**src/rtl/dsi_pkg.sv**
```systemverilog
package dsi_pkg;
  localparam int unsigned STAT_OFFS = 32'h14;
  localparam int unsigned ISR_OFFS  = 32'h2C;
  localparam int unsigned IER_OFFS  = 32'h30;
  localparam int unsigned NUM_IRQ   = 2;   // index 1 = done, index 0 = error
endpackage

```
**src/rtl/dsi_rst_sync.sv**
```systemverilog
module dsi_rst_sync #(
  parameter int unsigned STAGES = 2
) (
  input  logic clk,
  input  logic rst_n,
  output logic rst_sync_n
);
  logic [STAGES-1:0] sync_q;

  always_ff @(posedge clk or negedge rst_n) begin
    if (!rst_n) sync_q <= '0;
    else        sync_q <= {sync_q[STAGES-2:0], 1'b1};
  end

  assign rst_sync_n = sync_q[STAGES-1];
endmodule

```
**src/rtl/dsi_irq_bank.sv**
```systemverilog
module dsi_irq_bank
  import dsi_pkg::*;
(
  input  logic               clk,
  input  logic               rst_n,
  input  logic               isr_wr,
  input  logic               ier_wr,
  input  logic [NUM_IRQ-1:0] wbits,
  input  logic [NUM_IRQ-1:0] evt,
  output logic [NUM_IRQ-1:0] isr_q,
  output logic [NUM_IRQ-1:0] ier_q,
  output logic               irq_q
);
  logic [NUM_IRQ-1:0] isr_d;
  logic [NUM_IRQ-1:0] ier_d;
  logic               irq_d;

  always_comb begin
    isr_d = isr_q;
    if (isr_wr) isr_d = isr_q ^ wbits;
    isr_d = isr_d | evt;              // a same-cycle event overrides the toggle
    ier_d = ier_q;
    if (ier_wr) ier_d = wbits;
    irq_d = |(isr_q & ier_q);
  end

  always_ff @(posedge clk or negedge rst_n) begin
    if (!rst_n) begin
      isr_q <= '0;
      ier_q <= '0;
      irq_q <= 1'b0;
    end else begin
      isr_q <= isr_d;
      ier_q <= ier_d;
      irq_q <= irq_d;
    end
  end
endmodule

```
**src/rtl/dsi_rd_mux.sv**
```systemverilog
module dsi_rd_mux
  import dsi_pkg::*;
#(
  parameter int unsigned ADDR_W = 8,
  parameter int unsigned DATA_W = 32
) (
  input  logic               clk,
  input  logic               rst_n,
  input  logic               rd_en,
  input  logic [ADDR_W-1:0]  addr,
  input  logic               busy,
  input  logic               bus_err,
  input  logic [NUM_IRQ-1:0] isr,
  input  logic [NUM_IRQ-1:0] ier,
  output logic [DATA_W-1:0]  rdata_q
);
  localparam logic [ADDR_W-1:0] A_STAT = ADDR_W'(STAT_OFFS);
  localparam logic [ADDR_W-1:0] A_ISR  = ADDR_W'(ISR_OFFS);
  localparam logic [ADDR_W-1:0] A_IER  = ADDR_W'(IER_OFFS);
  localparam int unsigned       LOW_W  = DATA_W - NUM_IRQ;

  logic [DATA_W-1:0] rdata_d;
  logic [DATA_W-1:0] sel_word;

  always_comb begin
    unique case (addr)
      A_STAT:  sel_word = {{(DATA_W-2){1'b0}}, bus_err, busy};
      A_ISR:   sel_word = {isr, {LOW_W{1'b0}}};
      A_IER:   sel_word = {ier, {LOW_W{1'b0}}};
      default: sel_word = '0;
    endcase
    rdata_d = rd_en ? sel_word : rdata_q;
  end

  always_ff @(posedge clk or negedge rst_n) begin
    if (!rst_n) rdata_q <= '0;
    else        rdata_q <= rdata_d;
  end
endmodule

```
**src/rtl/dma_stat_irq_regs.sv**
```systemverilog
module dma_stat_irq_regs
  import dsi_pkg::*;
#(
  parameter int unsigned ADDR_W = 8,
  parameter int unsigned DATA_W = 32
) (
  input  logic              clk,
  input  logic              rst_n,
  input  logic              reg_rd,
  input  logic              reg_wr,
  input  logic [ADDR_W-1:0] reg_addr,
  input  logic [DATA_W-1:0] reg_wdata,
  output logic [DATA_W-1:0] reg_rdata,
  input  logic              eng_busy,
  input  logic              eng_bus_err,
  input  logic              evt_done,
  input  logic              evt_err,
  output logic              irq
);
  localparam logic [ADDR_W-1:0] A_ISR = ADDR_W'(ISR_OFFS);
  localparam logic [ADDR_W-1:0] A_IER = ADDR_W'(IER_OFFS);
  localparam int unsigned       LOW_W = DATA_W - NUM_IRQ;

  logic               rst_q_n;
  logic               isr_wr;
  logic               ier_wr;
  logic [NUM_IRQ-1:0] isr_q;
  logic [NUM_IRQ-1:0] ier_q;
  logic               unused_wdata;

  assign isr_wr       = reg_wr && (reg_addr == A_ISR);
  assign ier_wr       = reg_wr && (reg_addr == A_IER);
  assign unused_wdata = ^reg_wdata[LOW_W-1:0];

  dsi_rst_sync #(.STAGES(2)) u_rst (
    .clk        (clk),
    .rst_n      (rst_n),
    .rst_sync_n (rst_q_n)
  );

  dsi_irq_bank u_bank (
    .clk    (clk),
    .rst_n  (rst_q_n),
    .isr_wr (isr_wr),
    .ier_wr (ier_wr),
    .wbits  (reg_wdata[DATA_W-1:LOW_W]),
    .evt    ({evt_done, evt_err}),
    .isr_q  (isr_q),
    .ier_q  (ier_q),
    .irq_q  (irq)
  );

  dsi_rd_mux #(.ADDR_W(ADDR_W), .DATA_W(DATA_W)) u_rd (
    .clk     (clk),
    .rst_n   (rst_q_n),
    .rd_en   (reg_rd),
    .addr    (reg_addr),
    .busy    (eng_busy),
    .bus_err (eng_bus_err),
    .isr     (isr_q),
    .ier     (ier_q),
    .rdata_q (reg_rdata)
  );
endmodule


```
**config.mk**
```make
export PLATFORM = sky130hd
export DESIGN_NAME = dma_stat_irq_regs
export DESIGN_NICKNAME = d
export VERILOG_FILES = /design/src/rtl/dsi_pkg.sv /design/src/rtl/dsi_rst_sync.sv /design/src/rtl/dsi_irq_bank.sv /design/src/rtl/dsi_rd_mux.sv /design/src/rtl/dma_stat_irq_regs.sv
export SDC_FILE = /design/constraint.sdc
export NUM_CORES = 1
export LEC_CHECK = 0
export ABC_AREA = 1
export BUFFER_PORTS_ARGS = -buffer_cell sky130_fd_sc_hd__buf_2
export CORE_MARGIN = 1.5
export CORE_UTILIZATION = 37
export CTS_CLUSTER_SIZE = 10
export DETAILED_ROUTE_END_ITERATION = 10
export MAX_ROUTING_LAYER = met4
export PLACE_DENSITY = 0.84
export SYNTH_ARGS = -nofsm -noshare
export SYNTH_HDL_FRONTEND = slang
export SYNTH_SLANG_ARGS = --single-unit
```
**constraint.sdc**
```tcl
create_clock -name clk -period 0.87 [get_ports clk]
set_input_delay 0.0435 -clock clk [delete_from_list [all_inputs] [get_ports clk]]
set_output_delay 0.0435 -clock clk [all_outputs]
set_load 0.005 [all_outputs]
```
* Word level (Yosys, flattened, before mapping)
Index checks and enable logic that the tools add are counted.
Word-level totals: output and inout port bits 33, input bits 48, logic and storage cells 16, register bits after elaboration 39
Cells by class: mux-type cells 2, equality and inequality tests 3, reductions and logical operators 3, bitwise gates (word level) 3
Operators with widths (count):
- 32-bit one-hot mux with 3 select lines | 1
- 8-bit by 6-bit == test with 1-bit output, second input constant | 2
- 8-bit by 5-bit == test with 1-bit output, second input constant | 1
- 2-bit AND | 1
- 1-bit logical AND | 2
- 2-bit 2-to-1 mux | 1
- 2-bit bitwise OR | 1
- 2-bit OR reduction | 1
- 2-bit XOR | 1

* Logic depth before layout (Yosys ltp)
Gate-level depths: netlist of run 1.
depth after elaboration 4, depth in mapped cells 7, gate-level depth less buffers 7

* Cells and area by module
From an unflattened synthesis of run 1, not the netlist that was laid out.
Unflattened totals: cells, all modules 118, area total of the unflattened synthesis 824.5 um^2
Modules (own cells, without submodules):
- dsi_rd_mux | sequential area each 100.1 um^2, cells each 74, times used 1, area an instance 499.2 um^2
- dsi_irq_bank | sequential area each 125.1 um^2, cells each 25, times used 1, area an instance 209.0 um^2
- dma_stat_irq_regs | sequential area each 0.0 um^2, cells each 16, times used 1, area an instance 62.6 um^2
- dsi_rst_sync | sequential area each 50.0 um^2, cells each 3, times used 1, area an instance 53.8 um^2

* Worst setup path before layout of run 1
OpenSTA, ideal clock, no wires.
path kind register to register, start register u_bank.isr_q[0], end register u_bank.isr_q[0], path slack 0.063 ns, period minus slack after synthesis 0.807 ns, arrival 0.683 ns, library setup time 0.124 ns, stages on the path, launching flop included 4, data required time 0.746 ns, path buffers 0, cell sequence dfrtp_1 > xor2_1 > nand3_1 > nand3_1
On the way: word-level cells in the longest chain between the ends 3
Ends and longest elaborated chain:
- from (decl) | line dsi_irq_bank.sv:10 | output logic [NUM_IRQ-1:0] isr_q,
- from (signal assigned) | line dsi_irq_bank.sv:33 | isr_q <= isr_d;
- 2-bit XOR | line dsi_irq_bank.sv:20 | if (isr_wr) isr_d = isr_q ^ wbits;
- 2-bit 2-to-1 mux (*) | line dsi_irq_bank.sv:20
- 2-bit bitwise OR (*) | line dsi_irq_bank.sv:21 | isr_d = isr_d | evt;
- named net u_bank.isr_d[0] | line dsi_irq_bank.sv:14 | logic [NUM_IRQ-1:0] isr_d;
Mark *: on every way through the listed nets, which the timed path passes. The rest lies on a longest branch. A chain may end at the register's enable or synchronous reset.

* Worst setup path in the final report of run 1
start register u_bank.isr_q[1], end register u_bank.isr_q[1]
The elaborated chain is that of the path after synthesis.

==> impl_metrics.py, run 1 <==
metrics = {
    "setup_path": {
        "start_kind": "register",
        "arrival_ns": 1.02,
        "path_max_fanout": 4,
        "cp_slowest_cell": "dfrtp_1",
        "end_kind": "register",
        "path_cells": "xor2_1 > nand3_1 > nand3_1",
        "worst-setup-path-type": "register to register",
        "cpMostUsedCell": "nand3_1",
        "cp.required_ns": 1.02,
        "crit_path_max_incr_delay_ns": 0.42,
    },
    "cts": {
        "cts.sinks": 11,
        "h-tree-depth": 1,
        "cts_made_buffers": 3,
        "clk_path_buf_depth": 2,
        "cts_tree": "built",
        "clockRootBuffer": "clkbuf_4",
        "clock_latency_ns": 0.27,
        "clk_pin_slew_ns": 0.06,
    },
    "place": {
        "port_buffers": 22,
        "dp.final_hpwl_microns": 1060,
        "gp_congestion": 0.760,
    },
    "synthesis": {
        "yosysWarnings": 0,
        "netlist.area_leader.share_pct": 35.0,
        "synth_area_leaders": "dfrtp_1 35%, buf_4 27%, nand2_1 12%, inv_1 6.7%, nand3_1 5.1%",
        "syn_area_sq_um": 787,
        "yosysUniqueCellTypes": 14,
        "ys_seq_area_share_pct": 35.0,
        "synth.avg_cell_area_sq_um": 7.42,
        "synthCells": 106,
        "synth_largest_area_cell": "dfrtp_1",
        "ys_ff_latch": 11,
    },
    "timing": {
        "setup_viol": 0,
        "skew_ns": 0.00356,
        "setup-tns-final_ns": 0,
        "hold_ws_ns": 0.0261,
        "period_share_pct": 100,
        "hold_viol": 0,
        "rsz0062_at_grt": "yes",
        "final_max_slew_viol_count": 0,
        "fmax_ghz": 1.15,
        "min_period_ns": 0.870,
    },
    "routing": {
        "firstDrtPassIters": 3,
        "viasPerCell": 3.98,
        "drt_iter0_drc": 6,
        "routedWlPerCell_microns": 7.91,
        "drtAntennaViolNets": 0,
        "routed_wl_microns": 1280,
        "vias": 645,
        "drc": 0,
    },
    "pwr": {
        "leakage_nw": 0.544,
        "powerDensity_nw_per_um2": 1160,
        "ir_drop_mv": 0.757,
        "power_mw": 1.03,
    },
    "layout": {
        "n_antenna_cell": 0,
        "area_growth_pct": 12.6,
        "finish.utilization_pct": 44.7,
        "nNetsFinal": 184,
        "drive_gt1_share_pct": 23.0,
        "layout_common_cells": "29 x conb_1, 26 x nand2_1, 22 x buf_2",
        "final_common_cell": "conb_1",
    },
    "die": {
        "die_x_microns": 49.1,
        "start_util_pct": 39.7,
        "io_pins": 81,
        "num_rows": 16,
        "coreArea_sq_um": 1980,
        "die_h_microns": 49.1,
        "die_area_sq_um": 2410,
    },
    "global_routing": {
        "antenna_found_initial": 0,
        "grt_usage_pct": 12.0,
        "grt_pass1_vias": 541,
        "grt_max_degree": 10,
        "grt_pass1_wl_microns": 2100,
        "grt_overflow_total": 0,
    },
    "job": {
        "drv_cap": 0,
    },
    "run_status": {
        "status": "completed",
    },
    "worst_hold_path": {
        "holdCritPathClass": "primary input to register",
    },
}
area by class of cell:
type	instances	area (sq um)
Fill cell	214	1100
Multi-Input combinational cell	80	350
Sequential cell	11	275
Timing Repair Buffer	26	148
Inverter	14	52.6
Tap cell	27	33.8
Clock buffer	4	26.3
through the flow:
stage | cells | cell area, sq um | setup slack (ns)
CTS | 162 | 886 | 0.00737
detailed placement | 154 | 822 | -0.0170
global route | 162 | 886 | -0.0267
global placement | 154 | 822 | 0.0228
floorplan | 133 | 888 | 0.0627
finish | 162 | 886 | 0.000258
routing by layer:
layer	global-route usage [%]	wire length, microns
met2	19.6	644
met3	4.60	102
met1	12.2	505
met4	7.14	29
met5	-	0
worst paths after layout:
path	from	slack (ns)	end	depth (start not counted)
worst min-delay path	reg_wdata[31]	0.03	u_bank.ier_q[1]	3
worst max register to register	u_bank.isr_q[1]	0.0003	u_bank.isr_q[1]	3
worst max-delay path	u_bank.isr_q[1]	0.0003	u_bank.isr_q[1]	3
max in group asynchronous	u_rst.sync_q[1]	0.47	u_rd.rdata_q[1]	0
min in group asynchronous	rst_n	0.08	u_rst.sync_q[1]	2
worst min register to register	u_rst.sync_q[1]	0.14	u_bank.isr_q[1]	0
critical path, delay by kind of cell, from the launching register on:
kind,cells,cell delay (ns)
xor+xnor,1,0.16
flops,1,0.42
simple gates,2,0.17
logic make-up after synthesis:
group,synth area share (%)
simple gates,26.1
compound gates,2.38
flops,35.0
xor+xnor,2.23
other cells,0.954
buf+inv,33.4
power by group:
part | switching [mW] | internal, mW
combinational | 0.0903 | 0.0596
sequential | 0.0126 | 0.525
clock | 0.160 | 0.178
total | 0.263 | 0.762
cells in the mapped netlist, drive strengths merged:
| cell | number |
|---|---|
| a22o | 1 |
| buf | 28 |
| conb | 2 |
| dfrtp | 11 |
| inv | 14 |
| nand2 | 26 |
| nand3 | 9 |
| nand4 | 2 |
| nor2 | 8 |
| nor3 | 1 |
| o21ai | 2 |
| xor2 | 2 |
flip-flops by register name, indices dropped and copies added, names as in the netlist:
register,cells
u_bank.ier_q,2
u_bank.irq_q,1
u_bank.isr_q,2
u_rd.rdata_q,4
u_rst.sync_q,2
what timing repair did:
action / CTS / global route
buffers inserted: 1 / 0
gates resized for setup: 0 / 0
gates cloned: 0 / 0
endpoints found under the setup margin: 2 / 3
hold buffers: 3 / 0
pin swaps: 4 / 1
hold endpoints to repair: 4 / 0
Note: power is estimated with default switching activity, not from simulation.
==> inputs of run 2 (changes only) <==
Settings changed: CORE_UTILIZATION 37 to 35, PLACE_DENSITY 0.84 to 0.8.
Clock period 0.87 ns to 1 ns, I/O delays scaled along.
==> impl_metrics.py, run 2 (synthesized netlist as in run 1, its figures left out) <==
metrics = {
    "die": {
        "start_util_pct": 38.5,
        "io_pins": 81,
        "coreArea_sq_um": 2040,
        "die_h_microns": 50.4,
        "die_area_sq_um": 2540,
        "num_rows": 16,
        "die_x_microns": 50.4,
    },
    "place": {
        "place_area_sq_um": 822,
        "dp.final_hpwl_microns": 1110,
        "gp_congestion": 0.780,
        "port_buffers": 22,
    },
    "timing": {
        "min_period_ns": 0.880,
        "skew_ns": 0.000332,
        "hold_viol": 0,
        "rsz0062_at_grt": "no",
        "final_max_slew_viol_count": 0,
        "period_share_pct": 88.0,
        "setup-tns-final_ns": 0,
        "fmax_ghz": 1.14,
        "setup_viol": 0,
    },
    "layout": {
        "drive_gt1_share_pct": 22.4,
        "layout_common_cells": "29 x conb_1, 26 x nand2_1, 22 x buf_2",
        "largest_reg_flops": 4,
        "final_common_cell": "conb_1",
        "nNetsFinal": 183,
        "fin_area_sq_um": 878,
        "fill_cells": 234,
        "regMostFlops": "u_rd.rdata_q",
        "area_growth_pct": 11.6,
        "n_antenna_cell": 0,
    },
    "setup_path": {
        "cp.required_ns": 1.15,
        "path_cells": "xor2_1 > nand3_1 > nand3_1",
        "cpMostUsedCell": "nand3_1",
        "crit_path_max_incr_delay_ns": 0.43,
        "start_kind": "register",
        "worst-setup-path-type": "register to register",
        "end_kind": "register",
        "path_max_fanout": 4,
        "arrival_ns": 1.03,
        "cp_slowest_cell": "dfrtp_1",
        "crit_buf_inv": 0,
        "cpLargestDelayFamily": "flip-flops",
    },
    "pwr": {
        "p_comb_share_pct": 14.6,
        "ir_drop_mv": 0.726,
        "p_sw_mw": 0.237,
        "leakage_nw": 0.538,
        "pwr-share-clk_pct": 33.4,
        "p_int_mw": 0.663,
        "share_seq_of_total_power_pct": 52.1,
        "p_sw_share_pct": 26.4,
        "powerDensity_nw_per_um2": 1020,
    },
    "global_routing": {
        "grt_overflow_total": 0,
        "grt_pass1_vias": 557,
        "antenna_found_initial": 0,
        "grt_max_degree": 10,
        "grt_usage_pct": 11.6,
        "grt_pass1_wl_microns": 2150,
    },
    "cts": {
        "cts_setup_buffers": 0,
        "clk_pin_slew_ns": 0.07,
        "clockRootBuffer": "clkbuf_4",
        "h-tree-depth": 1,
        "clock_latency_ns": 0.26,
        "clk_path_buf_depth": 2,
        "cts_tree": "built",
        "cts_made_buffers": 3,
        "cts.sinks": 11,
        "holdBufCountCts": 3,
        "ctsResizeCount": 0,
    },
    "job": {
        "drv_cap": 0,
    },
    "routing": {
        "vias": 617,
        "firstDrtPassIters": 4,
        "drt_iter0_drc": 10,
        "drc": 0,
        "viasPerCell": 3.83,
        "routed_wl_microns": 1340,
        "routedWlPerCell_microns": 8.32,
        "drtAntennaViolNets": 0,
    },
    "run_status": {
        "status": "completed",
    },
    "worst_hold_path": {
        "holdCritPathClass": "primary input to register",
    },
}
## run 2: path summary, 6_finish.rpt
path | from | endpoint | slack (ns) | cells past startpoint
min reg2reg | u_rst.sync_q[1] | u_bank.irq_q | 0.15 | 0
max in group asynchronous | u_rst.sync_q[1] | u_bank.isr_q[1] | 0.59 | 0
min | reg_wdata[30] | u_bank.ier_q[0] | 0.03 | 3
max reg2reg | u_bank.isr_q[0] | u_bank.isr_q[0] | 0.12 | 3
max | u_bank.isr_q[0] | u_bank.isr_q[0] | 0.12 | 3
min in group asynchronous | rst_n | u_rst.sync_q[0] | 0.08 | 2
## run 2: worst min-delay path: stages
cell	delay [ns]
buf_2	0.11
inv_1	0.05
o21ai_1	0.06
## run 2: metal layers
metal	global-route usage (%)	vias to the layer above	wire [microns]
li1	-	319	-
met1	12.7	268	586
met2	19.3	30	652
met3	4.46	0	101
met4	4.05	0	0
met5	-	-	0
## run 2: area by class of cell
class,instances,area [sq um],area share (%)
Multi-Input combinational cell,80,350,39.9
Inverter,14,52.6,5.98
Sequential cell,11,275,31.3
Timing Repair Buffer,25,140,16.0
Clock buffer,4,26.3,2.99
Tap cell,27,33.8,3.85
## run 2: metrics by stage
stage                     utilization [%]  total power, mW  hold WS [ns]  setup WS, ns  instances
final                                43.0            0.900        0.0321         0.120        161
after global routing                 43.0            0.958        0.0332        0.0573        161
after CTS                            43.0            0.914        0.0265         0.113        161
after detailed placement             40.3            0.599        -0.162         0.125        154
after global placement               40.3            0.592        -0.164         0.153        154
after floorplan                         -            0.617        -0.246         0.193        133
## run 2: power groups by stage
stage	clock [mW]	sequential (mW)	combinational, mW
after floorplan	0	0.475	0.142
after global placement	0	0.477	0.116
after detailed placement	0	0.478	0.121
after CTS	0.314	0.469	0.130
after global routing	0.334	0.471	0.152
final	0.300	0.468	0.131
==> inputs of run 3 (changes only) <==
--- a/config.mk
+++ b/config.mk
@@ -13,4 +13,6 @@
 export DETAILED_ROUTE_END_ITERATION = 10
+export HOLD_SLACK_MARGIN = 0.05
 export MAX_ROUTING_LAYER = met4
 export PLACE_DENSITY = 0.8
+export REMOVE_ABC_BUFFERS = 1
 export SYNTH_ARGS = -nofsm -noshare
--- a/constraint.sdc
+++ b/constraint.sdc
@@ -3,2 +3,2 @@
 set_output_delay 0.05 -clock clk [all_outputs]
-set_load 0.005 [all_outputs]
+set_load 0.1 [all_outputs]
==> impl_metrics.py, run 3 (synthesized netlist as in run 1, its figures left out) <==
metrics = {
    "layout": {
        "area_growth_pct": 27.5,
        "final_common_cell": "conb_1",
        "nNetsFinal": 188,
        "largest_reg_flops": 4,
        "regMostFlops": "u_rd.rdata_q",
        "drive_gt1_share_pct": 21.6,
        "layout_common_cells": "29 x conb_1, 26 x nand2_1, 17 x buf_2",
        "n_antenna_cell": 0,
        "stdcell_count": 166,
    },
    "global_routing": {
        "grt_pass1_wl_microns": 2370,
        "grt_overflow_total": 0,
        "grt_max_degree": 10,
        "grt_pass1_vias": 602,
        "antenna_found_initial": 0,
        "grt_usage_pct": 12.7,
    },
    "routing": {
        "drtAntennaViolNets": 0,
        "viasPerCell": 3.93,
        "routedWlPerCell_microns": 8.65,
        "firstDrtPassIters": 4,
        "drc": 0,
        "drt_iter0_drc": 9,
        "routed_wl_microns": 1440,
        "vias": 653,
    },
    "place": {
        "dp.final_hpwl_microns": 1180,
        "numPlacedInstances": 154,
        "gp_congestion": 0.776,
        "place_ws_ns": 0.109,
        "port_buffers": 22,
    },
    "cts": {
        "clock_latency_ns": 0.27,
        "cts.sinks": 11,
        "h-tree-depth": 1,
        "clockRootBuffer": "clkbuf_4",
        "clk_pin_slew_ns": 0.07,
        "ctsResizeCount": 0,
        "cts_tree": "built",
        "clk_path_buf_depth": 2,
        "cts_made_buffers": 3,
    },
    "pwr": {
        "leakage_nw": 0.572,
        "ir_drop_mv": 0.806,
        "powerDensity_nw_per_um2": 1380,
    },
    "setup_path": {
        "end_kind": "register",
        "path_max_fanout": 4,
        "cp.required_ns": 1.15,
        "worst-setup-path-type": "register to register",
        "start_kind": "register",
        "arrival_ns": 1.07,
    },
    "timing": {
        "min_period_ns": 0.922,
        "final_max_slew_viol_count": 0,
        "hold_viol": 0,
        "fmax_ghz": 1.08,
        "period_share_pct": 92.2,
        "rsz0062_at_grt": "no",
        "skew_ns": 0.00318,
        "setup_viol": 0,
        "fin_ws_ns": 0.0780,
    },
    "die": {
        "start_util_pct": 38.5,
        "die_h_microns": 50.4,
        "die_x_microns": 50.4,
        "die_area_sq_um": 2540,
        "coreArea_sq_um": 2040,
        "io_pins": 81,
        "num_rows": 16,
    },
    "job": {
        "drv_cap": 0,
    },
    "worst_hold_path": {
        "holdCritPathClass": "primary input to async pin",
    },
    "run_status": {
        "status": "completed",
    },
}
[run 3: cell count changes in the layout (fill, tap and decap cells not counted), sizes merged]
| cell | change |
|---|---|
| dlygate4sd3 | +5 |
[run 3: metrics by stage]
stage / util (%) / hold WS (ns) / total power [mW] / setup TNS (ns) / cell area [sq um]
6_report: 49.1 / 0.0868 / 1.39 / 0 / 1000
5_1_grt: 49.1 / 0.0995 / 1.44 / 0 / 1000
4_1_cts: 49.1 / 0.0893 / 1.40 / 0 / 1000
3_5_place_dp: 43.9 / -0.162 / 1.07 / 0 / 897
3_3_place_gp: 43.9 / -0.164 / 1.07 / 0 / 897
2_1_floorplan: - / -0.246 / 0.999 / -0.623 / 678
[run 3: metal layers]
| layer | share of wire, % | vias up | global-route usage, % |
|---|---|---|---|
| met3 | 7.9 | 5 | 4.46 |
| li1 | - | 330 | - |
| met1 | 36 | 283 | 12.7 |
| met2 | 55 | 35 | 23.7 |
| met4 | 1.1 | 0 | 2.70 |
| met5 | 0 | - | - |
[run 3: layout make-up]
class | instances | area, sq um
Sequential cell | 11 | 275
Timing Repair Buffer | 30 | 265
Clock buffer | 4 | 26.3
Fill cell | 217 | 1040
Tap cell | 27 | 33.8
Multi-Input combinational cell | 80 | 350
Inverter | 14 | 52.6
[run 3: what timing repair did]
item	in CTS	in global routing
hold buffers	8	0
endpoints found under the hold margin	10	0
setup buffers	0	0
[run 3: worst paths after layout]
kind | startpoint | to | slack, ns | depth (start not counted)
max reg2reg | u_bank.isr_q[0] | u_bank.isr_q[0] | 0.08 | 3
min reg2reg | u_rst.sync_q[1] | u_bank.ier_q[0] | 0.14 | 0
max | u_bank.isr_q[0] | u_bank.isr_q[0] | 0.08 | 3
min | rst_n | u_rst.sync_q[1] | 0.09 | 2
max in group asynchronous | u_rst.sync_q[1] | u_rd.rdata_q[1] | 0.60 | 0
min in group clk | reg_addr[3] | u_rd.rdata_q[1] | 0.09 | 4
[run 3: worst max-delay path, cell delays in order (launching register included)]
cell     delay (ns)
dfrtp_1        0.43
xor2_1         0.18
nand3_1        0.10
nand3_1        0.09
[run 3: power breakdown]
group	internal, mW	switching (mW)	total, mW
Combinational	0.0773	0.543	0.620
Sequential	0.457	0.0138	0.471
Clock	0.154	0.143	0.297
